===== src/rtl/vout_pkg.sv =====
package vout_pkg;

    localparam logic [1:0] ILV_NONE  = 2'd0;
    localparam logic [1:0] ILV_TWO   = 2'd1;
    localparam logic [1:0] ILV_THREE = 2'd2;

    typedef enum logic [1:0] {
        BEAT_IDLE   = 2'd0,
        BEAT_SECOND = 2'd1,
        BEAT_THIRD  = 2'd2
    } beat_state_t;

endpackage


===== src/rtl/vout_sel_tracker.sv =====
module vout_sel_tracker #(
    parameter int NUM_PORTS = 4,
    parameter int SEL_W     = 4
) (
    input  logic                 clk,
    input  logic                 rst_n,
    input  logic [SEL_W-1:0]     req,
    input  logic [NUM_PORTS-1:0] vs,
    output logic [SEL_W-1:0]     sel_nxt
);
    localparam int IDX_W = (NUM_PORTS > 1) ? $clog2(NUM_PORTS) : 1;

    logic [SEL_W-1:0]     act_q;
    logic [NUM_PORTS-1:0] vs_prev;
    logic [NUM_PORTS-1:0] rise_vec;
    logic                 req_ok;

    assign rise_vec = vs & ~vs_prev;
    assign req_ok   = req < SEL_W'(NUM_PORTS);

    always_comb begin
        sel_nxt = act_q;
        if (!req_ok) begin
            sel_nxt = req;
        end else if (rise_vec[req[IDX_W-1:0]]) begin
            sel_nxt = req;
        end
    end

    always_ff @(posedge clk or negedge rst_n) begin
        if (!rst_n) begin
            act_q   <= '1;
            vs_prev <= '0;
        end else begin
            act_q   <= sel_nxt;
            vs_prev <= vs;
        end
    end

    // the active selection only ever moves to the requested value
    assert_switch_to_request_R5: assert property (@(posedge clk) disable iff (!rst_n)
        !$stable(act_q) |-> act_q == $past(req));

    // moving onto a valid port needs a vsync rise of that port
    assert_switch_on_vsync_R5: assert property (@(posedge clk) disable iff (!rst_n)
        (!$stable(act_q) && act_q < SEL_W'(NUM_PORTS)) |->
            (($past(rise_vec) & (NUM_PORTS'(1) << act_q[IDX_W-1:0])) != '0));

endmodule


===== src/rtl/vout_beat_fsm.sv =====
module vout_beat_fsm
    import vout_pkg::*;
#(
    parameter int OUT_W = 24
) (
    input  logic             clk,
    input  logic             rst_n,
    input  logic             src_ok,
    input  logic [1:0]       mode,
    input  logic [OUT_W-1:0] in_data,
    input  logic             in_de,
    input  logic             in_hs,
    input  logic             in_vs,
    output logic [OUT_W-1:0] o_data,
    output logic             o_de,
    output logic             o_hs,
    output logic             o_vs
);
    localparam int HALF_W  = OUT_W / 2;
    localparam int THIRD_W = OUT_W / 3;

    beat_state_t      state, state_nxt;
    logic [OUT_W-1:0] pix_q;
    logic             is_ilv;
    logic             capture;

    assign is_ilv  = (mode == ILV_TWO) || (mode == ILV_THREE);
    assign capture = (state == BEAT_IDLE) && src_ok && is_ilv && in_de;

    always_comb begin
        state_nxt = state;
        unique case (state)
            BEAT_IDLE:   state_nxt = capture ? BEAT_SECOND : BEAT_IDLE;
            BEAT_SECOND: state_nxt = (src_ok && mode == ILV_THREE) ? BEAT_THIRD : BEAT_IDLE;
            BEAT_THIRD:  state_nxt = BEAT_IDLE;
            default:     state_nxt = BEAT_IDLE;
        endcase
    end

    always_ff @(posedge clk or negedge rst_n) begin
        if (!rst_n) begin
            state <= BEAT_IDLE;
        end else begin
            state <= state_nxt;
        end
    end

    always_ff @(posedge clk or negedge rst_n) begin
        if (!rst_n) begin
            o_data <= '0;
            o_de   <= 1'b0;
            o_hs   <= 1'b0;
            o_vs   <= 1'b0;
            pix_q  <= '0;
        end else begin
            if (capture) begin
                pix_q <= in_data;
            end
            if (!src_ok) begin
                o_data <= '0;
                o_de   <= 1'b0;
                o_hs   <= 1'b0;
                o_vs   <= 1'b0;
            end else begin
                o_hs <= in_hs;
                o_vs <= in_vs;
                unique case (state)
                    BEAT_IDLE: begin
                        if (!is_ilv) begin
                            o_data <= in_data;
                            o_de   <= in_de;
                        end else if (in_de) begin
                            o_de   <= 1'b1;
                            o_data <= (mode == ILV_THREE) ? OUT_W'(in_data[OUT_W-1 -: THIRD_W])
                                                          : OUT_W'(in_data[OUT_W-1 -: HALF_W]);
                        end else begin
                            o_de   <= 1'b0;
                            o_data <= '0;
                        end
                    end
                    BEAT_SECOND: begin
                        o_de   <= 1'b1;
                        o_data <= (mode == ILV_THREE) ? OUT_W'(pix_q[2*THIRD_W-1 -: THIRD_W])
                                                      : OUT_W'(pix_q[HALF_W-1:0]);
                    end
                    BEAT_THIRD: begin
                        o_de   <= 1'b1;
                        o_data <= OUT_W'(pix_q[THIRD_W-1:0]);
                    end
                    default: begin
                        o_de   <= 1'b0;
                        o_data <= '0;
                    end
                endcase
            end
        end
    end

    // a third beat is only reached from a second beat
    assert_third_after_second_R9: assert property (@(posedge clk) disable iff (!rst_n)
        state == BEAT_THIRD |-> $past(state) == BEAT_SECOND);

    // every non-first beat of a live source raises data-enable
    assert_beat_de_R8: assert property (@(posedge clk) disable iff (!rst_n)
        (state != BEAT_IDLE && src_ok) |=> o_de);

endmodule


===== src/rtl/vout_router.sv =====
module vout_router
    import vout_pkg::*;
#(
    parameter int NUM_PORTS = 4,
    parameter int PIX_W     = 36,
    parameter int OUT0_W    = 24,
    parameter int OUT1_W    = 16,
    parameter int SEL_W     = 4,
    parameter int AUX_B_SRC = 2
) (
    input  logic                       clk,
    input  logic                       rst_n,
    input  logic [NUM_PORTS*PIX_W-1:0] vp_data,
    input  logic [NUM_PORTS-1:0]       vp_de,
    input  logic [NUM_PORTS-1:0]       vp_hs,
    input  logic [NUM_PORTS-1:0]       vp_vs,
    input  logic [2*SEL_W-1:0]         route_cfg,
    input  logic [1:0]                 ilv_mode,
    output logic [OUT0_W-1:0]          o0_data,
    output logic                       o0_de,
    output logic                       o0_hs,
    output logic                       o0_vs,
    output logic [2:0]                 o0_aux_a,
    output logic [2:0]                 o0_aux_b,
    output logic [OUT1_W-1:0]          o1_data,
    output logic                       o1_de,
    output logic                       o1_hs,
    output logic                       o1_vs,
    output logic [2:0]                 o1_aux,
    output logic [NUM_PORTS-1:0]       fsync
);
    localparam int NUM_OUTS = 2;

    logic [SEL_W-1:0]  sel_nxt [NUM_OUTS];
    logic [OUT0_W-1:0] m0_data;
    logic [OUT1_W-1:0] m1_data;
    logic              m0_de, m0_hs, m0_vs;
    logic              m1_de, m1_hs, m1_vs;
    logic              src0_ok, src1_ok;
    logic              started_q;

    genvar g;
    generate
        for (g = 0; g < NUM_OUTS; g++) begin : g_trk
            vout_sel_tracker #(
                .NUM_PORTS(NUM_PORTS),
                .SEL_W    (SEL_W)
            ) u_trk (
                .clk    (clk),
                .rst_n  (rst_n),
                .req    (route_cfg[g*SEL_W +: SEL_W]),
                .vs     (vp_vs),
                .sel_nxt(sel_nxt[g])
            );
        end
    endgenerate

    assign src0_ok = sel_nxt[0] < SEL_W'(NUM_PORTS);
    assign src1_ok = sel_nxt[1] < SEL_W'(NUM_PORTS);

    always_comb begin
        m0_data = '0; m0_de = 1'b0; m0_hs = 1'b0; m0_vs = 1'b0;
        m1_data = '0; m1_de = 1'b0; m1_hs = 1'b0; m1_vs = 1'b0;
        for (int p = 0; p < NUM_PORTS; p++) begin
            if (sel_nxt[0] == SEL_W'(p)) begin
                m0_data = vp_data[p*PIX_W +: OUT0_W];
                m0_de   = vp_de[p];
                m0_hs   = vp_hs[p];
                m0_vs   = vp_vs[p];
            end
            if (sel_nxt[1] == SEL_W'(p)) begin
                m1_data = vp_data[p*PIX_W +: OUT1_W];
                m1_de   = vp_de[p];
                m1_hs   = vp_hs[p];
                m1_vs   = vp_vs[p];
            end
        end
    end

    vout_beat_fsm #(
        .OUT_W(OUT0_W)
    ) u_beat0 (
        .clk    (clk),
        .rst_n  (rst_n),
        .src_ok (src0_ok),
        .mode   (ilv_mode),
        .in_data(m0_data),
        .in_de  (m0_de),
        .in_hs  (m0_hs),
        .in_vs  (m0_vs),
        .o_data (o0_data),
        .o_de   (o0_de),
        .o_hs   (o0_hs),
        .o_vs   (o0_vs)
    );

    always_ff @(posedge clk or negedge rst_n) begin
        if (!rst_n) begin
            o1_data   <= '0;
            o1_de     <= 1'b0;
            o1_hs     <= 1'b0;
            o1_vs     <= 1'b0;
            o0_aux_a  <= '0;
            o0_aux_b  <= '0;
            o1_aux    <= '0;
            fsync     <= '0;
            started_q <= 1'b0;
        end else begin
            o1_data   <= src1_ok ? m1_data : '0;
            o1_de     <= src1_ok & m1_de;
            o1_hs     <= src1_ok & m1_hs;
            o1_vs     <= src1_ok & m1_vs;
            o0_aux_a  <= {vp_vs[0], vp_hs[0], vp_de[0]};
            o0_aux_b  <= {vp_vs[AUX_B_SRC], vp_hs[AUX_B_SRC], vp_de[AUX_B_SRC]};
            o1_aux    <= {vp_vs[0], vp_hs[0], vp_de[0]};
            fsync     <= vp_vs;
            started_q <= 1'b1;
        end
    end

    // frame-sync lines follow every port's vsync one clock later
    assert_fsync_copy_R7: assert property (@(posedge clk) disable iff (!rst_n)
        started_q |-> fsync == $past(vp_vs));

    // an out-of-range selector leaves output 1 silent
    assert_out1_off_R4: assert property (@(posedge clk) disable iff (!rst_n)
        (started_q && $past(sel_nxt[1]) >= SEL_W'(NUM_PORTS)) |-> (!o1_de && o1_data == '0));

    // the port-2 bundle ignores routing entirely
    assert_aux_b_R6: assert property (@(posedge clk) disable iff (!rst_n)
        started_q |-> o0_aux_b == $past({vp_vs[AUX_B_SRC], vp_hs[AUX_B_SRC], vp_de[AUX_B_SRC]}));

endmodule


===== config.mk =====
export PLATFORM = sky130hd
export DESIGN_NAME = vout_router
export DESIGN_NICKNAME = d
export VERILOG_FILES = /design/src/rtl/vout_pkg.sv /design/src/rtl/vout_sel_tracker.sv /design/src/rtl/vout_beat_fsm.sv /design/src/rtl/vout_router.sv
export SDC_FILE = /design/constraint.sdc
export NUM_CORES = 1
export LEC_CHECK = 0
export BUFFER_PORTS_ARGS = -buffer_cell sky130_fd_sc_hd__buf_2
export CAP_MARGIN = 20
export CORE_ASPECT_RATIO = 1.4
export CORE_MARGIN = 2
export CORE_UTILIZATION = 43
export DETAILED_ROUTE_END_ITERATION = 6
export GPL_TIMING_DRIVEN = 0
export HOLD_SLACK_MARGIN = 0.12
export PLACE_DENSITY = 0.75
export SYNTH_ARGS = -nofsm -noshare
export SYNTH_HDL_FRONTEND = slang
export SYNTH_HIERARCHICAL = 1
export SYNTH_SLANG_ARGS = --single-unit

===== constraint.sdc =====
create_clock -name clk -period 2.8 [get_ports clk]
set_clock_uncertainty 0.15 [all_clocks]
set_input_delay 0.42 -clock clk [delete_from_list [all_inputs] [get_ports clk]]
set_output_delay 0.42 -clock clk [all_outputs]
set_load 0.01 [all_outputs]

* Word-level counts from Yosys, hierarchy flattened *
Cells that the tools add are included.

storage, ports and cells
  logic and storage cells = 101
  bits of input ports = 168
  bits in registers = 82
  output and inout port bits = 59

operators by class
  bitwise gates (word level) = 5
  $lt $le $gt $ge = 6
  eq/ne operators = 10
  multiplexer cells = 56
  reduce and logical (&&, ||, !) cells = 9

operators with widths
  kind                                                                           number
  24-bit 2-to-1 mux                                                              7
  16-bit 2-to-1 mux                                                              5
  24-bit case mux with 3 select lines                                            1
  1-bit 2-to-1 mux                                                               32
  12-bit 2-to-1 mux                                                              2
  4-bit by 2-bit equality test with 1-bit output (second input constant)         4
  4-bit by 3-bit less-than comparator with 1-bit output (second input constant)  4
  4-bit 2-to-1 mux                                                               4
  4-bit by 1-bit equality test with 1-bit output (second input constant)         2
  4-bit zero test                                                                2
  2-bit by 3-bit less-than comparator with 1-bit output (second input constant)  2
  4-bit AND                                                                      1
  1-bit binary-select mux with 2-bit select                                      2
  2-bit by 1-bit equality test with 1-bit output (second input constant)         2
  2-bit equality test (second input constant)                                    2
  1-bit logical AND                                                              4
  4-bit NOT                                                                      1
  2-bit case mux with 2 select lines                                             1
  1-bit AND                                                                      3
  2-bit zero test                                                                1
  2-bit 2-to-1 mux                                                               1
  1-bit case mux with 2 select lines                                             1
  2-bit OR reduction                                                             1
  1-bit logical OR                                                               1

* Logic depth before layout (Yosys ltp) *
Gate-level depths: netlist (run 1).

  depth in word-level cells = 16
  depth in mapped cells = 12
  gate-level depth less buffers = 8

* Hierarchy *
The synthesis (run 1) kept the hierarchy.

modules (own cells, without submodules)
  module                              sequential area each (um2)  area each (um2)  times used  cells an instance
  vout_router                         675.6                       2102.0           1           195
  vout_beat_fsm                       1126.1                      2048.2           1           153
  vout_sel_tracker at g_trk[0].u_trk  205.2                       362.8            1           32
  vout_sel_tracker at g_trk[1].u_trk  205.2                       311.5            1           20

* Worst setup path after synthesis (run 1) *
Ideal clock, no wire load.

  path kind = input -> register
  start = input route_cfg[1]
  end = register u_beat0.pix_q[10]
  path slack = -0.182 ns
  stages = 11
  arrival time = 2.707 ns
  path buffers = 3
  required time = 2.525 ns
  library setup time = 0.125 ns
  path through = or3b_1 a21oi_1 o41ai_1 or3b_1 buf_6 o22ai_1 and3b_1 buf_6 nand2_8 buf_12 mux2_4

RTL lines
  element                 line                 RTL
  start: declaration      vout_router.sv:17    input logic [2*SEL_W-1:0] route_cfg,
  end signal: assignment  vout_beat_fsm.sv:57  pix_q <= in_data;
  end: declaration        vout_beat_fsm.sv:23  logic [OUT_W-1:0] pix_q;

==> results of run 1 <==
==> sequential cells by signal, summed over array words and instances (netlist names) <==
name	flops
u_beat0/pix_q	16
fsync	4
g_trk.u_trk/vs_prev	8
g_trk.u_trk/act_q	8
o1_vs	1
u_beat0/state	2
o1_aux	2
o0_aux_b	2
o1_hs	1
o1_de	1
u_beat0/o_vs	1
u_beat0/o_hs	1
u_beat0/o_data	24
o1_data	16
u_beat0/o_de	1
==> worst max-delay path, stage by stage, from the launching register on <==
cell and delay (ps):
dfrtp_1 370, nor3b_1 400, o21a_4 240, o41ai_4 100, or3b_1 400, buf_6 150
o22ai_4 190, and3b_1 190, buf_6 130, nand2_8 90, buf_12 170, mux2_4 300
==> synth_stat cells (all sizes together), types with 2 or more instances <==
| master | instances |
|---|---|
| a222oi | 12 |
| mux2i | 92 |
| clkbuf | 4 |
| buf | 30 |
| and4bb | 2 |
| and3 | 2 |
| nand2 | 11 |
| nor2 | 8 |
| dfrtp | 80 |
| a31o | 2 |
| nor3b | 2 |
| or3 | 2 |
| o22ai | 46 |
| ha | 6 |
| dfstp | 8 |
| o41ai | 4 |
| or3b | 4 |
| mux2 | 34 |
| a21oi | 11 |
| inv | 11 |
| nand3b | 2 |
| and2 | 14 |
| and3b | 3 |
==> metal layers <==
layer  routed length, um  part of all wire, %
met1                6060                   38
met2                8076                   50
met3                1264                  7.9
met4                 623                  3.9
met5                   0                    0
==> cell type report <==
class	instances	area share, %
multi-input combinational	267	37.85
sequential	88	31.74
timing repair buffer	213	18.73
buffer	34	4.434
clock buffer	15	3.698
tap	141	2.531
inverter	11	0.5925
clock inverter	1	0.4309
==> worst paths after layout <==
| kind | to | cells after the start | from | slack (ps) |
|---|---|---|---|---|
| min | g_trk[1].u_trk/vs_prev[1]$_DFF_PN0_ | 1 | vp_vs[1] | 130 |
| max reg2reg | u_beat0/pix_q[11]$_DFFE_PN0P_ | 11 | g_trk[0].u_trk/vs_prev[1]$_DFF_PN0_ | -210 |
| min in group asynchronous | o1_data[11]$_DFF_PN0_ | 2 | rst_n | 440 |
| max | u_beat0/pix_q[11]$_DFFE_PN0P_ | 11 | g_trk[0].u_trk/vs_prev[1]$_DFF_PN0_ | -210 |
| max in group asynchronous | g_trk[1].u_trk/act_q[1]$_DFF_PN1_ | 3 | rst_n | 1370 |
| min reg2reg | g_trk[0].u_trk/act_q[1]$_DFF_PN1_ | 2 | g_trk[0].u_trk/act_q[1]$_DFF_PN1_ | 360 |
==> logic make-up (layout without fill, tap and decap cells) <==
family,count (synthesis),count (layout)
mux,126,126
fa+ha+maj,6,6
compound gates,78,78
flops,88,88
simple gates,57,57
buf+inv,45,274
==> report_power, final <==
| part | total (W) | switching [W] | internal, W |
|---|---|---|---|
| sequential | 0.00134 | 0.0000185 | 0.00133 |
| combinational | 0.000747 | 0.000380 | 0.000367 |
| clock | 0.00120 | 0.000479 | 0.000718 |
| total | 0.00329 | 0.000878 | 0.00241 |
==> metrics by stage <==
stage	hold WS (ps)	total power, W	TNS (ps)
floorplan	-25.59	0.001695	-853.6
global placement	327.0	0.001930	-16450
detailed placement	281.7	0.001950	-18730
CTS	121.1	0.003263	-3691
global route	123.2	0.003407	-6490
finish	129.0	0.003289	-4030
==> what timing repair did <==
| action | in CTS | in global routing |
|---|---|---|
| resized for setup | 65 | 20 |
| gates cloned | 3 | 0 |
| endpoints found under the setup margin | 39 | 40 |
| pin swaps | 25 | 16 |
| hold buffers | 5 | 0 |
| endpoints found under the hold margin | 37 | 0 |
| buffers inserted | 20 | 6 |
==> cell usage in the layout, fill, tap and decap left out, types with 3 or more instances in the layout <==
cell type,count
buf_2,185
a21oi_1,10
clkbuf_16,9
nor2_1,7
buf_16,4
ha_1,6
dfstp_2,8
mux2_4,16
mux2i_2,10
and2_1,13
a222oi_1,12
dfrtp_1,80
o22ai_1,33
and3b_1,3
inv_1,10
clkbuf_4,3
mux2i_4,5
o22ai_2,12
clkbuf_1,8
buf_6,11
buf_12,7
dlygate4sd3_1,5
mux2_2,16
mux2i_1,77
nand2_1,10
buf_4,26
==> impl_metrics.yaml, run 1 <==
run_status:
  status: "finished, violations left"
  violations: "setup timing"
logic_synthesis:
  async_flop_share_pct: 100.0
  yosys.area_share.simple_pct: 7.806
  syn-mean-instance-area_um2: 12.06
  synth_xor_area_share_pct: 0
  synth_warnings: 6
  syn_area_um2: 4825
  ys_top_cells_by_area: "dfrtp_1, mux2i_1, o22ai_1"
  synth_top_family_by_area: "multiplexers"
  ys_seq_area_share_pct: 45.85
  postSynthCellCount: 400
  synth_top_cell_area_share_pct: 41.49
  yosys_register_bits: 88
  syn-num-nets: 574
  synth_edf_count: 0
  synth-compound-area-share_pct: 11.13
  yosysUniqueCellTypes: 43
  yosys.area_share.adder_pct: 1.556
  synth_mux_area_share_pct: 27.72
  synth_ff_type: "dfrtp_1"
  synth_top_area_cell: "dfrtp_1"
global_route:
  busiest_layer: "met2"
  antenna_found_initial: 0
  grt_pass1_wl_um: 24270
  grt_usage_pct: 26.58
  grt_max_degree: 52
  grt_use_met3_pct: 5.465
  met1_usage_pct: 32.28
  grt_pass1_vias: 4555
  grt_overflow: 0
  grtUsageMet2_pct: 45.15
floorplan:
  die_width_um: 93.52
  fp-row-count: 45
  fp.coreArea_um2: 10870
  io_pins: 227
  start_util_pct: 44.40
  fp.dieH_um: 129.3
  dieArea_um2: 12090
drt:
  routed_wl_um: 16030
  via_per_inst: 5.673
  wire_per_inst_um: 20.81
  drc_errors: 0
  drt_first_iter_violations: 285
  vias: 4368
  ant_nets: 0
  first_pass_iters: 5
worst_setup_path:
  end_kind: "flip-flop"
  crit_type: "flip-flop to flip-flop"
  startpoint_type: "flip-flop"
  worstPathArrival_ps: 3080
  cp.required_ps: 2880
  critPathMaxFanout: 8
job:
  cap_violations: 0
layout:
  drive_above_1_share_pct: 53.10
  finalInstanceArea_um2: 6969
  utilization_pct: 64.13
  regArea_um2: 2212
  multi_input_area_um2: 2638
  final_cells: 770
  n_antenna_cell: 0
  fill_cells: 808
  synthToLayoutAreaGrowth_pct: 44.45
  fin_nets: 798
sta:
  slew_viol_final: 0
  tightest_slew_ps: 523.3
  fmax_mhz: 332.7
  setup_slack_ps: -205.3
  fin_crit_sh_pct: 107.3
  rsz0062_at_grt: "true"
  maxSlewHeadroom_pct: 64.62
  period_needed_ps: 3005
  hold_violations: 0
  setup_viol_count_final: 28
placement:
  postPlaceCellArea_um2: 5953
  gp_congestion: 0.8641
  placed_cells: 720
  numPortBuffers: 178
  pre_cts_ws_ps: -589.9
  hpwl_um: 10970
clock_network:
  cts_buffer_depth: 2
  path_clk_slew_ps: 60
  cts_tree: "built"
  clkSinkCount: 88
  cts_root_buffer: "clkbuf_16"
  cts_buffers: 9
  clock_latency_ps: 350
  htreeDepth: 3
power_and_ir_drop:
  p_leak_nw: 3.584
  ir_worst_vdd_mv: 0.2658
  p_per_area_nw_per_um2: 472.0
min_path:
  hold_class: "input pin to flip-flop"
No activity file was read; power rests on OpenSTA's default activity.
==> run 2: changes to the inputs <==
--- a/config.mk
+++ b/config.mk
@@ -5,11 +5,12 @@
 export SDC_FILE = /design/constraint.sdc
 export NUM_CORES = 1
 export LEC_CHECK = 0
+export ABC_AREA = 1
 export BUFFER_PORTS_ARGS = -buffer_cell sky130_fd_sc_hd__buf_2
 export CAP_MARGIN = 20
 export CORE_ASPECT_RATIO = 1.4
 export CORE_MARGIN = 2
-export CORE_UTILIZATION = 43
+export CORE_UTILIZATION = 44
 export DETAILED_ROUTE_END_ITERATION = 6
 export GPL_TIMING_DRIVEN = 0
 export HOLD_SLACK_MARGIN = 0.12
==> impl_metrics.yaml, run 2 <==
run_status:
  status: "finished clean"
sta:
  fmax_mhz: 377.3
  hold_slack_ps: 126.1
  maxSlewHeadroom_pct: 66.02
  fin_crit_sh_pct: 94.67
  slew_viol_final: 0
  setup_viol_count_final: 0
  period_needed_ps: 2651
  tightest_slew_ps: 509.8
  setup_slack_ps: 149.3
  hold_violations: 0
placement:
  gp_congestion: 0.9776
  numPortBuffers: 178
  pre_cts_ws_ps: -569.1
  hpwl_um: 12450
layout:
  reg_top3: "u_beat0/o_data: 24 flops, o1_data: 16 flops, u_beat0/pix_q: 16 flops"
  n_antenna_cell: 0
  fin_nets: 1087
  drive_above_1_share_pct: 32.14
  largest_reg_flops: 24
  fill_cells: 1104
  synthToLayoutAreaGrowth_pct: 31.17
  mostFrequentLayoutCells: "nand2_1, buf_2, nand3_1"
  top_register: "u_beat0/o_data"
  final_common_cell: "nand2_1"
clock_network:
  path_clk_slew_ps: 70
  cts_buffer_depth: 2
  cts_root_buffer: "clkbuf_16"
  clock_latency_ps: 350
  htreeDepth: 3
  cts_tree: "built"
  cts_buffers: 9
  clkSinkCount: 88
logic_synthesis:
  yosys.area_share.simple_pct: 40.19
  yosys.area_share.adder_pct: 1.459
  syn_area_um2: 5146
  syn-mean-instance-area_um2: 7.300
  async_flop_share_pct: 100.0
  synth_warnings: 6
  synth_top_cell_area_share_pct: 38.90
  synth_top_family_by_area: "simple AND/OR/NAND/NOR gates"
  synth_mux_area_share_pct: 0
  synth_xor_area_share_pct: 0
  ys_top_cells_by_area: "dfrtp_1, nand2_1, nand3_1"
  synth_ff_type: "dfrtp_1"
  postSynthCellCount: 705
  synth_common_cells: "nand2_1, nand3_1, inv_1, dfrtp_1, nand4_1"
  yosys_register_bits: 88
  ys_seq_area_share_pct: 42.99
  synth_most_common_cell: "nand2_1"
  syn-num-nets: 879
  yosysUniqueCellTypes: 31
  synth-compound-area-share_pct: 4.936
  synth_edf_count: 0
  synth_top_area_cell: "dfrtp_1"
power_and_ir_drop:
  p_per_area_nw_per_um2: 500.8
  p_leak_nw: 3.682
  ir_worst_vdd_mv: 0.3562
worst_setup_path:
  critPathSlowestCell: "dfrtp_1"
  end_kind: "flip-flop"
  slowest_delay_ps: 350
  startpoint_type: "flip-flop"
  crit_type: "flip-flop to flip-flop"
  critical_path_buf_inv_count: 2
  worstPathArrival_ps: 2740
  critPathMaxFanout: 10
  crit_chain: "nand3b_2 > nand2_2 > nand2_4 > nand4_1 > nand2_1 > nor2_4 > inv_1 > nor2_4 > nand2_1 > nand4_1 > nand2_2 > nor2_4 > nand2_4 > buf_6 > nand2_1 > o21ai_2"
  cp.required_ps: 2890
  cpLargestDelayFamily: "simple AND/OR/NAND/NOR gates"
global_route:
  grt_pass1_wl_um: 25960
  antenna_found_initial: 1
  grt_pass1_vias: 5179
  grt_usage_pct: 26.62
  grt_max_degree: 65
  grt_overflow: 0
drt:
  vias: 5441
  drt_first_iter_violations: 338
  via_per_inst: 5.123
  wire_per_inst_um: 15.51
  first_pass_iters: 7
  routed_wl_um: 16470
  ant_nets: 0
  drc_errors: 0
job:
  cap_violations: 0
min_path:
  hold_class: "input pin to flip-flop"
floorplan:
  die_width_um: 95.40
  io_pins: 227
  start_util_pct: 45.16
  dieArea_um2: 12590
  fp-row-count: 46
  fp.coreArea_um2: 11400
  fp.dieH_um: 132.0
## run 2: changes by cell type after synthesis, sizes merged, moves of 12 or more
cell | previous run | this run
a222oi | 12 | 0
and2 | 14 | 0
inv | 11 | 85
mux2 | 34 | 0
mux2i | 92 | 0
nand2 | 11 | 260
nand3 | 1 | 88
nand4 | 0 | 35
nor2 | 8 | 36
o21ai | 0 | 32
o22ai | 46 | 0
or2 | 0 | 12
## run 2: kinds of logic after synthesis
logic type	count (synthesis)
AO/OA/AOI/OAI	44
adder cells (fa/ha/maj)	6
buffers and inverters	122
flip-flops	88
AND/OR/NAND/NOR	445
## run 2: power breakdown
group / internal, W / total (W) / switching, W
combinational: 0.000239 / 0.000639 / 0.000400
clock: 0.000791 / 0.00132 / 0.000531
sequential: 0.00138 / 0.00142 / 0.0000438
total: 0.00241 / 0.00338 / 0.000975
## run 2: layer usage
metal | vias to the layer above | GRT usage (%) | wire length [um]
li1 | 2650 | - | -
met1 | 2479 | 33.65 | 6445
met4 | 0 | 10.48 | 426
met3 | 39 | 3.888 | 1346
met2 | 273 | 45.19 | 8255
met5 | - | 0 | 0
## run 2: worst paths after layout
check	from	end	slack, ps	cells past startpoint
hold / removal	vp_vs[3]	g_trk[1].u_trk/vs_prev[3]$_DFF_PN0_	130	1
max in group asynchronous	rst_n	g_trk[0].u_trk/act_q[2]$_DFF_PN1_	1470	3
setup / recovery	g_trk[0].u_trk/vs_prev[2]$_DFF_PN0_	u_beat0/pix_q[14]$_DFFE_PN0P_	150	16
min in group asynchronous	rst_n	o1_vs$_DFF_PN0_	380	2
hold reg to reg	u_beat0/pix_q[15]$_DFFE_PN0P_	u_beat0/pix_q[15]$_DFFE_PN0P_	330	2
setup reg to reg	g_trk[0].u_trk/vs_prev[2]$_DFF_PN0_	u_beat0/pix_q[14]$_DFFE_PN0P_	150	16
## run 2: what timing repair did
item,4_1_cts,5_1_grt
setup endpoints to repair,32,26
endpoints found under the hold margin,27,0
hold buffers,6,0
setup buffers,6,8
pin swaps,3,7
resized for setup,3,8
## run 2: stage by stage
stage	area (um2)	total power, W	instances	utilization [%]	setup TNS, ps
4_1_cts	6690	0.003381	1056	58.71	0
5_1_grt	6750	0.003531	1062	59.23	-30.66
2_1_floorplan	5146	0.001764	705	-	0
6_report	6750	0.003381	1062	59.23	0
3_5_place_dp	6247	0.002046	1028	54.82	-14810
3_3_place_gp	6217	0.002030	1027	54.56	-13600
## run 2: final cells by class
class | instances | area [um2] | area share, %
Timing Repair Buffer | 199 | 1086 | 16.09
Inverter | 88 | 336.6 | 4.986
Clock buffer | 9 | 225.2 | 3.336
Clock inverter | 7 | 101.3 | 1.501
Multi-Input combinational cell | 495 | 2410 | 35.70
Tap cell | 144 | 180.2 | 2.669
Sequential cell | 88 | 2212 | 32.77
Buffer | 32 | 198.9 | 2.947
==> run 3: changes to the inputs <==
--- a/config.mk
+++ b/config.mk
@@ -9,12 +9,13 @@
 export BUFFER_PORTS_ARGS = -buffer_cell sky130_fd_sc_hd__buf_2
 export CAP_MARGIN = 20
 export CORE_ASPECT_RATIO = 1.4
-export CORE_MARGIN = 2
+export CORE_MARGIN = 4
 export CORE_UTILIZATION = 44
 export DETAILED_ROUTE_END_ITERATION = 6
 export GPL_TIMING_DRIVEN = 0
 export HOLD_SLACK_MARGIN = 0.12
 export PLACE_DENSITY = 0.75
+export SKIP_LAST_GASP = 1
 export SYNTH_ARGS = -nofsm -noshare
 export SYNTH_HDL_FRONTEND = slang
 export SYNTH_HIERARCHICAL = 1
==> impl_metrics.yaml, run 3 (same netlist as run 2, synthesis figures left out) <==
run_status:
  status: "finished clean"
global_route:
  grt_usage_pct: 25.18
  grt_overflow: 0
  grt_pass1_wl_um: 26560
  grt_pass1_vias: 5280
  grt_max_degree: 49
  antenna_found_initial: 1
worst_setup_path:
  crit_chain: "nand3b_1 > nand2_2 > nand2_4 > nand4_1 > nand2_2 > nor2_4 > nand2_2 > nor2_4 > nand2_1 > nand4_1 > nand2_2 > nor2_4 > nand2_4 > inv_8 > buf_8 > o21ai_0"
  slowest_delay_ps: 350
  worstPathArrival_ps: 2780
  crit_type: "flip-flop to flip-flop"
  cp.required_ps: 2870
  critPathMaxFanout: 10
  worstRegToRegCells: 16
  critPathSlowestCell: "dfrtp_1"
  r2r_setup_slack_ps: 80
  end_kind: "flip-flop"
  path_common_cell: "nand2_2"
  startpoint_type: "flip-flop"
layout:
  drive_above_1_share_pct: 33.15
  finalInstanceArea_um2: 6812
  fin_nets: 1092
  top_register: "u_beat0/o_data"
  synthToLayoutAreaGrowth_pct: 32.36
  largest_reg_flops: 24
  reg_top3: "u_beat0/o_data: 24 flops, o1_data: 16 flops, u_beat0/pix_q: 16 flops"
  mostFrequentLayoutCells: "nand2_1, buf_2, nand3_1"
  fill_cells: 1099
  final_common_cell: "nand2_1"
clock_network:
  clkSinkCount: 88
  path_clk_slew_ps: 60
  cts_buffers: 9
  htreeDepth: 3
  clock_latency_ps: 340
  cts_buffer_depth: 2
  cts_tree: "built"
  cts_root_buffer: "clkbuf_16"
sta:
  period_needed_ps: 2717
  hold_violations: 0
  fin_crit_sh_pct: 97.04
  setup_viol_count_final: 0
  slew_viol_final: 0
  tightest_slew_ps: 538.1
  fmax_mhz: 368.0
  maxSlewHeadroom_pct: 64.13
floorplan:
  start_util_pct: 45.16
  die_width_um: 99.40
  io_pins: 227
  dieArea_um2: 13510
  fp.coreArea_um2: 11400
  fp-row-count: 46
  fp.dieH_um: 136.0
power_and_ir_drop:
  p_per_area_nw_per_um2: 480.2
  p_leak_nw: 3.724
  p_total_w: 0.003271
  ir_worst_vdd_mv: 0.3369
placement:
  gp_congestion: 0.9559
  hpwl_um: 12710
  postPlaceCellArea_um2: 6247
  numPortBuffers: 178
drt:
  drc_errors: 0
  vias: 5483
  drt_first_iter_violations: 378
  routed_wl_um: 17000
  via_per_inst: 5.134
  ant_nets: 0
  first_pass_iters: 5
  wire_per_inst_um: 15.91
job:
  cap_violations: 0
min_path:
  worstHoldPathCells: 1
  hold_class: "input pin to flip-flop"
## run 3: worst max-delay path, delay by kind of cell (launching register included)
family | cells | cell delay (ps)
compound gates | 1 | 80
buf+inv | 2 | 220
flops | 1 | 350
simple gates | 13 | 1770
## run 3: power breakdown
group / total [W] / switching, W / leakage [nW] / internal [W]
Clock: 0.00120 / 0.000490 / 0.152 / 0.000710
Combinational: 0.000650 / 0.000408 / 2.44 / 0.000242
Sequential: 0.00142 / 0.0000437 / 1.13 / 0.00138
## run 3: path summary, 6_finish.rpt
check / start / to
setup / recovery: g_trk[0].u_trk/vs_prev[3]$_DFF_PN0_ / u_beat0/pix_q[1]$_DFFE_PN0P_
hold / removal: vp_vs[3] / g_trk[1].u_trk/vs_prev[3]$_DFF_PN0_
setup reg to reg: g_trk[0].u_trk/vs_prev[3]$_DFF_PN0_ / u_beat0/pix_q[1]$_DFFE_PN0P_
hold reg to reg: u_beat0/pix_q[15]$_DFFE_PN0P_ / u_beat0/pix_q[15]$_DFFE_PN0P_
max in group asynchronous: rst_n / g_trk[0].u_trk/act_q[0]$_DFF_PN1_
min in group asynchronous: rst_n / fsync[0]$_DFF_PN0_
## run 3: area by class of cell
| cell class | count | area (um2) | area share [%] |
|---|---|---|---|
| Buffer | 34 | 209.0 | 3.068 |
| Tap cell | 144 | 180.2 | 2.645 |
| Timing Repair Buffer | 202 | 1131 | 16.61 |
| Multi-Input combinational cell | 495 | 2439 | 35.80 |
| Clock inverter | 6 | 58.81 | 0.8633 |
| Inverter | 88 | 340.3 | 4.996 |
| Clock buffer | 10 | 239.0 | 3.508 |
| Antenna cell | 1 | 2.502 | 0.03674 |
| Sequential cell | 88 | 2212 | 32.48 |
## run 3: stage by stage
step | hold WS [ps] | setup TNS [ps] | util (%) | setup WS, ps | std cells
finish | 125.1 | 0 | 59.77 | 82.78 | 1068
global route | 120.3 | -518.3 | 59.77 | -62.81 | 1068
CTS | 121.8 | 0 | 58.68 | 2.896 | 1058
detailed placement | 277.3 | -15120 | 54.82 | -551.4 | 1028
global placement | 314.9 | -14290 | 54.56 | -528.4 | 1027
floorplan | -25.59 | 0 | - | 241.9 | 705
## run 3: what timing repair did
action / 4_1_cts / 5_1_grt
setup endpoints to repair: 38 / 29
buffers inserted: 9 / 9
pin swaps: 3 / 8
resized for setup: 4 / 15
hold buffers: 5 / 0
hold endpoints to repair: 42 / 0
## run 3: metal layers
layer	GRT usage, %	wire length, um	up-vias
li1	-	-	2669
met1	29.92	6508	2478
met2	43.39	8400	277
met3	5.698	1367	59
met4	11.01	718	0
met5	0	0	-
